<file path="src/rtl/adc_rd_pkg.sv">
package adc_rd_pkg;

    // Read placement relative to the conversion start
    typedef enum logic {
        RD_EARLY = 1'b0,   // burst right after start, previous result
        RD_LATE  = 1'b1    // burst after the ready delay, current result
    } rd_mode_e;

    // Round a picosecond delay up to whole clock cycles
    function automatic int unsigned ps_to_cyc(input int unsigned dly_ps,
                                              input int unsigned clk_ps);
        return (dly_ps + clk_ps - 1) / clk_ps;
    endfunction

endpackage

</file>
<file path="src/rtl/adc_rd_seq.sv">
// Sample-period sequencer: conversion start, period counter, conversion index,
// configuration fit check.
module adc_rd_seq
    import adc_rd_pkg::*;
#(
    parameter int CNT_W    = 12,
    parameter int IDX_W    = 8,
    parameter int CNV_W    = 2,
    parameter int MIN_EARLY = 73,
    parameter int MIN_LATE  = 105,
    parameter bit EARLY_OK  = 1'b1
) (
    input  logic             clk,
    input  logic             rst_n,
    input  logic             enable_i,
    input  rd_mode_e         mode_i,
    input  logic [CNT_W-1:0] period_i,
    output logic [CNT_W-1:0] t_o,
    output logic             wrap_o,
    output logic             active_o,
    output rd_mode_e         mode_o,
    output logic [IDX_W-1:0] idx_o,
    output logic             cnv_o,
    output logic             cfg_err_o
);

    localparam logic [CNT_W-1:0] MIN_E_C = CNT_W'(MIN_EARLY);
    localparam logic [CNT_W-1:0] MIN_L_C = CNT_W'(MIN_LATE);
    localparam logic [CNT_W-1:0] CNV_LIM = CNT_W'(CNV_W);
    localparam logic [CNT_W-1:0] ONE_C   = CNT_W'(1);

    typedef struct packed {
        logic             active;
        logic [CNT_W-1:0] t;
        logic [CNT_W-1:0] per;
        rd_mode_e         mode;
        logic [IDX_W-1:0] cur;
        logic [IDX_W-1:0] nxt;
        logic             cnv;
        logic             err;
    } seq_t;

    seq_t st_q, st_d;
    logic fit, wrap, start;

    always_comb begin
        st_d  = st_q;
        fit   = (mode_i == RD_LATE) ? (period_i >= MIN_L_C)
                                    : (EARLY_OK && (period_i >= MIN_E_C));
        wrap  = st_q.active && (st_q.t == st_q.per - ONE_C);
        start = (!st_q.active || wrap) && enable_i && fit;

        if (start) begin
            st_d.active = 1'b1;
            st_d.t      = '0;
            st_d.per    = period_i;
            st_d.mode   = mode_i;
            st_d.cur    = st_q.nxt;
            st_d.nxt    = st_q.nxt + IDX_W'(1);
        end else if (wrap) begin
            st_d.active = 1'b0;
            st_d.t      = '0;
        end else if (st_q.active) begin
            st_d.t      = st_q.t + ONE_C;
        end

        st_d.cnv = st_d.active && (st_d.t < CNV_LIM);
        st_d.err = !fit;
    end

    always_ff @(posedge clk or negedge rst_n) begin
        if (!rst_n) st_q <= '0;
        else        st_q <= st_d;
    end

    assign t_o       = st_q.t;
    assign wrap_o    = wrap;
    assign active_o  = st_q.active;
    assign mode_o    = st_q.mode;
    assign idx_o     = st_q.cur;
    assign cnv_o     = st_q.cnv;
    assign cfg_err_o = st_q.err;

endmodule

</file>
<file path="src/rtl/adc_rd_burst.sv">
// Read-clock burst generator. Decides from the current period position what the
// registered read clock and capture strobe are in the following cycle.
module adc_rd_burst
    import adc_rd_pkg::*;
#(
    parameter int CNT_W       = 12,
    parameter int DATA_W      = 16,
    parameter int HALF_CYC    = 1,
    parameter int EARLY_START = 1,
    parameter int LATE_START  = 73
) (
    input  logic             clk,
    input  logic             rst_n,
    input  logic [CNT_W-1:0] t_i,
    input  logic             wrap_i,
    input  logic             active_i,
    input  rd_mode_e         mode_i,
    output logic             rd_clk_o,
    output logic             cap_o,
    output logic             lastbit_o
);

    localparam int PER2     = 2 * HALF_CYC;
    localparam int BURST    = PER2 * DATA_W;
    localparam int CAP_OFF  = HALF_CYC / 2;
    localparam bit PER2_P2  = ((PER2 & (PER2 - 1)) == 0);

    localparam logic [CNT_W-1:0] BURST_C = CNT_W'(BURST);
    localparam logic [CNT_W-1:0] HALF_C  = CNT_W'(HALF_CYC);
    localparam logic [CNT_W-1:0] CAP_C   = CNT_W'(CAP_OFF);
    localparam logic [CNT_W-1:0] LASTB_C = CNT_W'(DATA_W - 1);
    localparam logic [CNT_W-1:0] E_ST_C  = CNT_W'(EARLY_START);
    localparam logic [CNT_W-1:0] L_ST_C  = CNT_W'(LATE_START);

    typedef struct packed {
        logic rd;
        logic cap;
        logic lastbit;
    } brst_t;

    brst_t st_q, st_d;
    logic [CNT_W-1:0] rel, phase, bitn;
    logic             in_burst;

    // relative position of the next cycle inside the burst
    assign rel = t_i + CNT_W'(1) - ((mode_i == RD_LATE) ? L_ST_C : E_ST_C);

    generate
        if (PER2_P2) begin : g_shift
            assign phase = rel & CNT_W'(PER2 - 1);
            assign bitn  = rel >> $clog2(PER2);
        end else begin : g_div
            assign phase = rel % CNT_W'(PER2);
            assign bitn  = rel / CNT_W'(PER2);
        end
    endgenerate

    always_comb begin
        in_burst     = active_i && !wrap_i && (rel < BURST_C);
        st_d.rd      = in_burst && (phase < HALF_C);
        st_d.cap     = in_burst && (phase == CAP_C);
        st_d.lastbit = in_burst && (phase == CAP_C) && (bitn == LASTB_C);
    end

    always_ff @(posedge clk or negedge rst_n) begin
        if (!rst_n) st_q <= '0;
        else        st_q <= st_d;
    end

    assign rd_clk_o  = st_q.rd;
    assign cap_o     = st_q.cap;
    assign lastbit_o = st_q.lastbit;

endmodule

</file>
<file path="src/rtl/adc_rd_deser.sv">
// Serial-to-parallel capture, MSB first, with word tag and valid strobe.
module adc_rd_deser
    import adc_rd_pkg::*;
#(
    parameter int DATA_W = 16,
    parameter int IDX_W  = 8
) (
    input  logic              clk,
    input  logic              rst_n,
    input  logic              cap_i,
    input  logic              lastbit_i,
    input  logic              sdata_i,
    input  rd_mode_e          mode_i,
    input  logic [IDX_W-1:0]  idx_i,
    output logic [DATA_W-1:0] word_o,
    output logic [IDX_W-1:0]  tag_o,
    output logic              valid_o
);

    typedef struct packed {
        logic [DATA_W-1:0] sh;
        logic [DATA_W-1:0] word;
        logic [IDX_W-1:0]  tag;
        logic              valid;
    } des_t;

    des_t st_q, st_d;

    always_comb begin
        st_d       = st_q;
        st_d.valid = 1'b0;
        if (cap_i) begin
            st_d.sh = {st_q.sh[DATA_W-2:0], sdata_i};
            if (lastbit_i) begin
                st_d.word  = {st_q.sh[DATA_W-2:0], sdata_i};
                st_d.tag   = (mode_i == RD_LATE) ? idx_i : idx_i - IDX_W'(1);
                st_d.valid = 1'b1;
            end
        end
    end

    always_ff @(posedge clk or negedge rst_n) begin
        if (!rst_n) st_q <= '0;
        else        st_q <= st_d;
    end

    assign word_o  = st_q.word;
    assign tag_o   = st_q.tag;
    assign valid_o = st_q.valid;

endmodule

</file>
<file path="src/rtl/adc_readout_ctrl.sv">
module adc_readout_ctrl
    import adc_rd_pkg::*;
#(
    parameter int DATA_W   = 16,
    parameter int CNT_W    = 12,
    parameter int IDX_W    = 8,
    parameter int CNV_W    = 2,
    parameter int HALF_CYC = 1,
    parameter int CLKL_CYC = 40,
    parameter int TCLK_PS  = 2000,
    parameter int READY_PS = 145000
) (
    input  logic              clk,
    input  logic              rst_n,
    input  logic              enable_i,
    input  logic              mode_i,
    input  logic [CNT_W-1:0]  period_i,
    input  logic              sdata_i,
    output logic              cnv_o,
    output logic              rd_clk_o,
    output logic [DATA_W-1:0] word_o,
    output logic [IDX_W-1:0]  tag_o,
    output logic              valid_o,
    output logic              cfg_err_o
);

    localparam int READY_CYC = int'(ps_to_cyc(READY_PS, TCLK_PS));
    localparam int BURST_CYC = 2 * HALF_CYC * DATA_W;
    localparam int MIN_LATE  = READY_CYC + BURST_CYC;
    localparam int MIN_EARLY = READY_CYC;
    localparam bit EARLY_OK  = ((1 + BURST_CYC) <= CLKL_CYC);

    logic [CNT_W-1:0] t_w;
    logic             wrap_w, active_w, cap_w, lastbit_w;
    rd_mode_e         cur_mode_w;
    logic [IDX_W-1:0] idx_w;

    adc_rd_seq #(
        .CNT_W(CNT_W), .IDX_W(IDX_W), .CNV_W(CNV_W),
        .MIN_EARLY(MIN_EARLY), .MIN_LATE(MIN_LATE), .EARLY_OK(EARLY_OK)
    ) u_seq (
        .clk(clk), .rst_n(rst_n), .enable_i(enable_i),
        .mode_i(rd_mode_e'(mode_i)), .period_i(period_i),
        .t_o(t_w), .wrap_o(wrap_w), .active_o(active_w), .mode_o(cur_mode_w),
        .idx_o(idx_w), .cnv_o(cnv_o), .cfg_err_o(cfg_err_o)
    );

    adc_rd_burst #(
        .CNT_W(CNT_W), .DATA_W(DATA_W), .HALF_CYC(HALF_CYC),
        .EARLY_START(1), .LATE_START(READY_CYC)
    ) u_burst (
        .clk(clk), .rst_n(rst_n), .t_i(t_w), .wrap_i(wrap_w),
        .active_i(active_w), .mode_i(cur_mode_w),
        .rd_clk_o(rd_clk_o), .cap_o(cap_w), .lastbit_o(lastbit_w)
    );

    adc_rd_deser #(
        .DATA_W(DATA_W), .IDX_W(IDX_W)
    ) u_deser (
        .clk(clk), .rst_n(rst_n), .cap_i(cap_w), .lastbit_i(lastbit_w),
        .sdata_i(sdata_i), .mode_i(cur_mode_w), .idx_i(idx_w),
        .word_o(word_o), .tag_o(tag_o), .valid_o(valid_o)
    );

endmodule

</file>
<file path="config.mk">
export PLATFORM = sky130hd
export DESIGN_NAME = adc_readout_ctrl
export DESIGN_NICKNAME = d
export VERILOG_FILES = /design/src/rtl/adc_rd_pkg.sv /design/src/rtl/adc_rd_seq.sv /design/src/rtl/adc_rd_burst.sv /design/src/rtl/adc_rd_deser.sv /design/src/rtl/adc_readout_ctrl.sv
export SDC_FILE = /design/constraint.sdc
export NUM_CORES = 1
export LEC_CHECK = 0
export CAP_MARGIN = 20
export CELL_PAD_IN_SITES_DETAIL_PLACEMENT = 1
export CELL_PAD_IN_SITES_GLOBAL_PLACEMENT = 1
export CORE_ASPECT_RATIO = 1.5
export CORE_MARGIN = 4
export CORE_UTILIZATION = 43
export CTS_BUF_LIST = sky130_fd_sc_hd__clkbuf_4
export CTS_CLUSTER_SIZE = 10
export DETAILED_ROUTE_END_ITERATION = 8
export PLACE_DENSITY = 0.78
export SLEW_MARGIN = 20
export SYNTH_ARGS = -nofsm -noshare
export SYNTH_HDL_FRONTEND = slang
export SYNTH_SLANG_ARGS = --single-unit
</file>
<file path="constraint.sdc">
create_clock -name clk -period 3.02 [get_ports clk]
set_clock_uncertainty 0.2 [all_clocks]
set_input_delay 0.604 -clock clk [delete_from_list [all_inputs] [get_ports clk]]
set_output_delay 0.604 -clock clk [all_outputs]
set_load 0.01 [all_outputs]
</file>
==> impl_metrics.ini, run 1 <==
[critical_path]
rrSetupSlack_ps = -60
critPathLaunch = u_seq.st_q[22]$_DFFE_PN0N_
critPathKind = flip-flop to flip-flop
worstReg2RegStart = u_seq.st_q[22]$_DFFE_PN0N_
endpoint_kind = flip-flop
critPathMaxFanout = 11
critPathRequiredTime_ps = 3150
ff2ff_path_depth = 8
crit_path_start_kind = flip-flop
timing.rr.end = u_seq.st_q[3]$_DFFE_PN0N_
critPathCapture = u_seq.st_q[3]$_DFFE_PN0N_
arrival_ps = 3210

[clocking]
numCtsBuffers = 9
htree_levels = 3
cts_buffer_depth = 2
tritoncts = built
clkTransAtPathRegs_ps = 170
root_buffer = clkbuf_4
worstSkewPairLatency_ps = 460
cts_sinks = 86

[drt]
drt-pass1-iter-count = 5
avgRoutedWirePerCell_um = 18.4
via_count = 3432
detail-route-antenna-nets = 0
vias_per_cell = 5.53
totalWireLength_mm = 11.4
drc = 0
drtIter0Drc = 134

[status]
status = complete, but fails checks
violations = negative setup slack

[die]
start_util = 0.441
core_region_area_sq_mm = 0.0106
die_height_um = 136
num_rows = 46
ioPinCount = 45
die-area_sq_mm = 0.0127
die_w_um = 93.4

[global_route]
grt_remaining_overflow = 0
grt_pass1_vias = 3717
grt_pass1_wl_mm = 18.7
antenna_found_initial = 1
grt_use_total = 0.188
grt_max_degree = 51

[timing]
setup_violations = 22
tns_ps = -788
max_freq_ghz = 0.324
relSlewSlack = 0.499
hold_viol_final = 0
fin_crit_sh = 1.02
final_max_slew_viol_count = 0
final.min_clock_period_ps = 3080
rsz0062_at_grt = true
hold_ws_ps = 293
worst_pin_slew_ps = 750
setup_ws_ps = -61.8

[synth]
synth_fp_nets = 457
synth_seq_cells = 86
syn-cell-area_sq_mm = 0.00470
synth-edff-count = 0
synth_cell_types = 56
synth-main-ff-cell = dfrtp_1
ys_warn_count = 0
async_reset_ff_frac = 1.00
syn_area_per_cell_sq_um = 10.9
yosysSeqAreaShare = 0.458
synthCells = 433

[layout]
final_net_count = 495
fin_util = 0.520
drive_gt1_frac = 0.261
layout.area.seq_sq_mm = 0.00215
multi_input_area_sq_mm = 0.00231
synthToLayoutAreaGrowth_pct = 17.9
nFillCells = 1155

[hold_path]
holdCritPathClass = flip-flop to flip-flop

[place]
globalplace.congestion = 0.866
dpl.hpwl_mm = 8.44
portBuffers = 44
dp_slack_ps = -104

[power_and_ir_drop]
power_leakage_nw = 2.55
power_density_mw_per_mm2 = 335
ir_worst_vdd_uv = 203

[run]
drv_cap = 0
==> per-stage QoR <==
stage	area, sq um	total power [mW]	instances
2_1_floorplan	4730	1.18	433
3_3_place_gp	5280	1.24	601
3_5_place_dp	5280	1.24	601
4_1_cts	5500	1.89	618
5_1_grt	5540	1.94	621
6_report	5540	1.86	621
==> per-layer routing <==
metal,vias up,global-route usage,part of all wire
li1,1588,-,-
met1,1743,0.203,0.38
met2,77,0.345,0.56
met3,24,0.0388,0.035
met4,0,0.0872,0.027
met5,-,0,0
==> logic make-up after synthesis <==
group | after synthesis | share of synthesized area
simple gates | 120 | 0.131
flops | 86 | 0.458
compound gates | 69 | 0.104
buf+inv | 59 | 0.0708
mux | 54 | 0.143
xor+xnor | 38 | 0.0737
fa+ha+maj | 7 | 0.0186
==> worst max-delay path, cell delays in order, from the launching register on <==
cell and delay [ps]:
dfrtp_1 430, or4_4 550, or3_4 410, a211oi_4 270, o31ai_4 130, o41ai_4 310
nand2_2 150, buf_12 200, mux2_4 290
==> flip-flops by register name (all words and copies together) (netlist names) <==
signal / flops
u_seq.idx_o: 8
u_deser.tag_o: 8
u_seq.cnv_o: 1
u_burst.cap_o: 1
u_seq.st_q: 20
u_burst.lastbit_o: 1
u_seq.mode_o: 1
u_deser.valid_o: 1
u_seq.active_o: 1
u_deser.st_q: 15
u_deser.word_o: 16
u_seq.cfg_err_o: 1
u_seq.t_o: 12
==> cell usage after synthesis, types with 4 or more instances <==
cell	instances	area [sq um]
nand2_1	40	150
or3_1	8	50.1
nor4_1	5	31.3
clkbuf_1	18	67.6
nor2_1	12	45.0
nor3_1	10	50.1
mux2_2	34	383
or4_1	4	30.0
a21oi_1	6	30.0
mux2_4	18	270
inv_1	11	41.3
xnor2_1	22	193
ha_1	7	87.6
buf_4	25	188
xor2_1	15	131
nand3_1	11	55.1
o21ai_0	24	120
nand4_1	6	37.5
nand2b_1	5	31.3
dfrtp_1	86	2150
==> cell usage in the layout, fill, tap and decap left out, drive strengths merged, types with 5 or more instances in the layout <==
cell type      synthesis  final
clkdlybuf4s50          0     43
clkbuf                18      9
dfrtp                 86     86
xor2                  15     15
or3                    8      8
nand3                 11     11
mux2                  52     52
xnor2                 22     22
a21oi                  6      6
o21ai                 24     24
ha                     7      7
inv                   11     17
nor2                  12     12
nand2                 41     41
nand2b                 5      5
nor3                  10     10
buf                   30     31
nand4                  6      6
nor4                   5      5
==> final cells by class <==
cell class	count	share of cell area
Multi-Input combinational cell	288	0.418
Sequential cell	86	0.389
Timing Repair Buffer	75	0.130
Tap cell	144	0.0325
Clock buffer	9	0.0122
Clock inverter	7	0.0113
Inverter	11	0.00745
Antenna cell	1	0.000452
==> repair_timing <==
item                       4_1_cts  5_1_grt
buffers inserted                 0        2
hold endpoints to repair        36        0
pin swaps                        3        1
gates resized for setup         15        7
setup endpoints to repair       31       38
hold buffers                     1        0
==> how the worst min path moves through the flow <==
stage,startpoint,end,depth (start not counted)
2_1_floorplan,rst_n,u_burst.cap_o$_DFF_PN0_,0
3_3_place_gp,u_deser.tag_o[4]$_DFFE_PN0P_,u_deser.tag_o[4]$_DFFE_PN0P_,2
3_5_place_dp,u_deser.tag_o[0]$_DFFE_PN0P_,u_deser.tag_o[0]$_DFFE_PN0P_,2
4_1_cts,u_seq.st_q[9]$_DFFE_PN0N_,u_seq.st_q[9]$_DFFE_PN0N_,1
5_1_grt,u_seq.st_q[9]$_DFFE_PN0N_,u_seq.st_q[9]$_DFFE_PN0N_,1
6_report,u_seq.st_q[9]$_DFFE_PN0N_,u_seq.st_q[9]$_DFFE_PN0N_,1
==> where the power goes <==
part / leakage [nW] / internal, mW / switching [mW]
combinational: 1.32 / 0.0274 / 0.0362
clock: 0.0755 / 0.192 / 0.449
sequential: 1.16 / 1.15 / 0.000368
total: 2.55 / 1.37 / 0.486
No activity file was read; power rests on OpenSTA's default activity.
==> run 2, diff against run 1 <==
RECOVER_POWER = 50   (was default)
==> impl_metrics.ini, run 2 (synthesis results as in run 1) <==
[status]
status = complete, but fails checks
violations = negative setup slack

[drt]
drtIter0Drc = 141
drt-pass1-iter-count = 5
vias_per_cell = 5.55
totalWireLength_mm = 11.4
detail-route-antenna-nets = 0
drc = 0
avgRoutedWirePerCell_um = 18.4
via_count = 3447

[hold_path]
hold-path-endpoint = u_seq.st_q[9]$_DFFE_PN0N_
min-delay-start = u_seq.st_q[9]$_DFFE_PN0N_
min_path_cells = 1
holdCritPathClass = flip-flop to flip-flop

[layout]
synthToLayoutAreaGrowth_pct = 17.5
final_net_count = 495
final_cell_mix = dfrtp_1 (84), clkdlybuf4s50_1 (43), nand2_1 (40)
top_register = u_seq.st_q
mostFrequentLayoutCell = dfrtp_1
drive_gt1_frac = 0.254
largest_register_ffs = 20
nFillCells = 1156

[critical_path]
ff2ff_path_depth = 8
critPathRequiredTime_ps = 3150
slowest_delay_ps = 550
crit_buf_inv = 1
critPathKind = flip-flop to flip-flop
crit_path_start_kind = flip-flop
worstPathCellList = or4_4 > or3_4 > a211oi_4 > o31ai_4 > o41ai_4 > nand2_2 > buf_12 > mux2_4
path_delay_family = simple AND/OR/NAND/NOR gates
worstReg2RegStart = u_seq.st_q[22]$_DFFE_PN0N_
rrSetupSlack_ps = -60
arrival_ps = 3210
critPathMaxFanout = 11
timing.rr.end = u_seq.st_q[3]$_DFFE_PN0N_
slowest_stage = or4_4
endpoint_kind = flip-flop

[timing]
final_max_slew_viol_count = 0
hold_viol_final = 0
relSlewSlack = 0.291
hold_ws_ps = 293
tns_ps = -756
worst_pin_slew_ps = 1060
setup_violations = 21
final.min_clock_period_ps = 3080
setup_ws_ps = -59.4
rsz0062_at_grt = true
fin_crit_sh = 1.02
max_freq_ghz = 0.325

[die]
start_util = 0.441
ioPinCount = 45
core_region_area_sq_mm = 0.0106
die_w_um = 93.4
die_height_um = 136
num_rows = 46
die-area_sq_mm = 0.0127

[place]
portBuffers = 44
dpl.hpwl_mm = 8.44
globalplace.congestion = 0.866
dp_slack_ps = -104

[clocking]
root_buffer = clkbuf_4
clkTransAtPathRegs_ps = 170
cts_buffer_depth = 2
numCtsBuffers = 9
htree_levels = 3
tritoncts = built
worstSkewPairLatency_ps = 460
cts_sinks = 86

[power_and_ir_drop]
pwr-share-seq = 0.622
power_mw = 1.85
power_density_mw_per_mm2 = 336
p_clk_frac = 0.346
swShare = 0.262
p_int_mw = 1.37
ir_worst_vdd_uv = 203
p_switching_mw = 0.485
power_leakage_nw = 2.54
p_comb_frac = 0.033

[global_route]
grt_remaining_overflow = 0
grt_pass1_wl_mm = 18.7
antenna_found_initial = 1
grt_use_total = 0.188
grt_pass1_vias = 3717
grt_max_degree = 51

[run]
drv_cap = 0
run 2: changes by cell type in the layout (fill, tap and decap cells not counted):
cell / change
buf_12: -1
buf_2: +1
buf_4: -2
clkbuf_1: +1
clkbuf_2: +1
mux2_1: +2
mux2_2: -2
run 2: cell type report:
cell class | count | area (sq um) | share of cell area
sequential | 86 | 2150 | 0.390
antenna | 1 | 2.50 | 0.000453
timing repair buffer | 75 | 697 | 0.126
inverter | 11 | 41.3 | 0.00748
clock buffer | 9 | 67.6 | 0.0122
tap | 144 | 180 | 0.0326
clock inverter | 7 | 62.6 | 0.0113
multi-input combinational | 288 | 2310 | 0.419
run 2: worst max path at each step:
stage,cells after the start,from,endpoint
5_1_grt,8,u_seq.st_q[22]$_DFFE_PN0N_,u_seq.st_q[3]$_DFFE_PN0N_
2_1_floorplan,12,u_seq.st_q[19]$_DFFE_PN0N_,u_seq.idx_o[2]$_DFFE_PN0N_
3_5_place_dp,9,u_seq.st_q[22]$_DFFE_PN0N_,u_seq.cnv_o$_DFF_PN0_
4_1_cts,8,u_seq.st_q[22]$_DFFE_PN0N_,u_seq.st_q[3]$_DFFE_PN0N_
3_3_place_gp,7,period_i[10],u_seq.st_q[20]$_DFFE_PN0N_
6_report,8,u_seq.st_q[22]$_DFFE_PN0N_,u_seq.st_q[3]$_DFFE_PN0N_
run 2: worst register-to-register path: cells and delay by family, from the launching register on:
| family | cells | cell delay, ps |
|---|---|---|
| buf+inv | 1 | 200 |
| simple gates | 3 | 1110 |
| mux | 1 | 290 |
| flops | 1 | 430 |
| compound gates | 3 | 700 |
run 2: power by group through the flow:
stage / Sequential [mW] / Combinational (mW) / Clock (mW)
final: 1.15 / 0.0603 / 0.641
after global routing: 1.15 / 0.0681 / 0.715
after CTS: 1.15 / 0.0662 / 0.666
after detailed placement: 1.17 / 0.0647 / 0
after global placement: 1.17 / 0.0634 / 0
after floorplan: 1.17 / 0.00900 / 0
run 2: through the flow:
step            util  cell area [sq um]  instances
4_1_cts        0.517               5500        618
6_report       0.518               5520        621
2_1_floorplan      -               4730        433
3_5_place_dp   0.496               5280        601
5_1_grt        0.518               5520        621
3_3_place_gp   0.496               5280        601
run 2: timing repair:
item,CTS,global route
hold buffers,1,0
setup endpoints to repair,31,38
pin swaps,3,1
hold endpoints to repair,36,0
resized for setup,15,7
setup buffers,0,2
run 2: per-layer routing:
layer  up-vias  global-route usage  routed length [um]
met3        22              0.0388                 390
met1      1759               0.203                4330
met2        77               0.345                6400
met4         0              0.0872                 289
li1       1589                   -                   -
met5         -                   0                   0
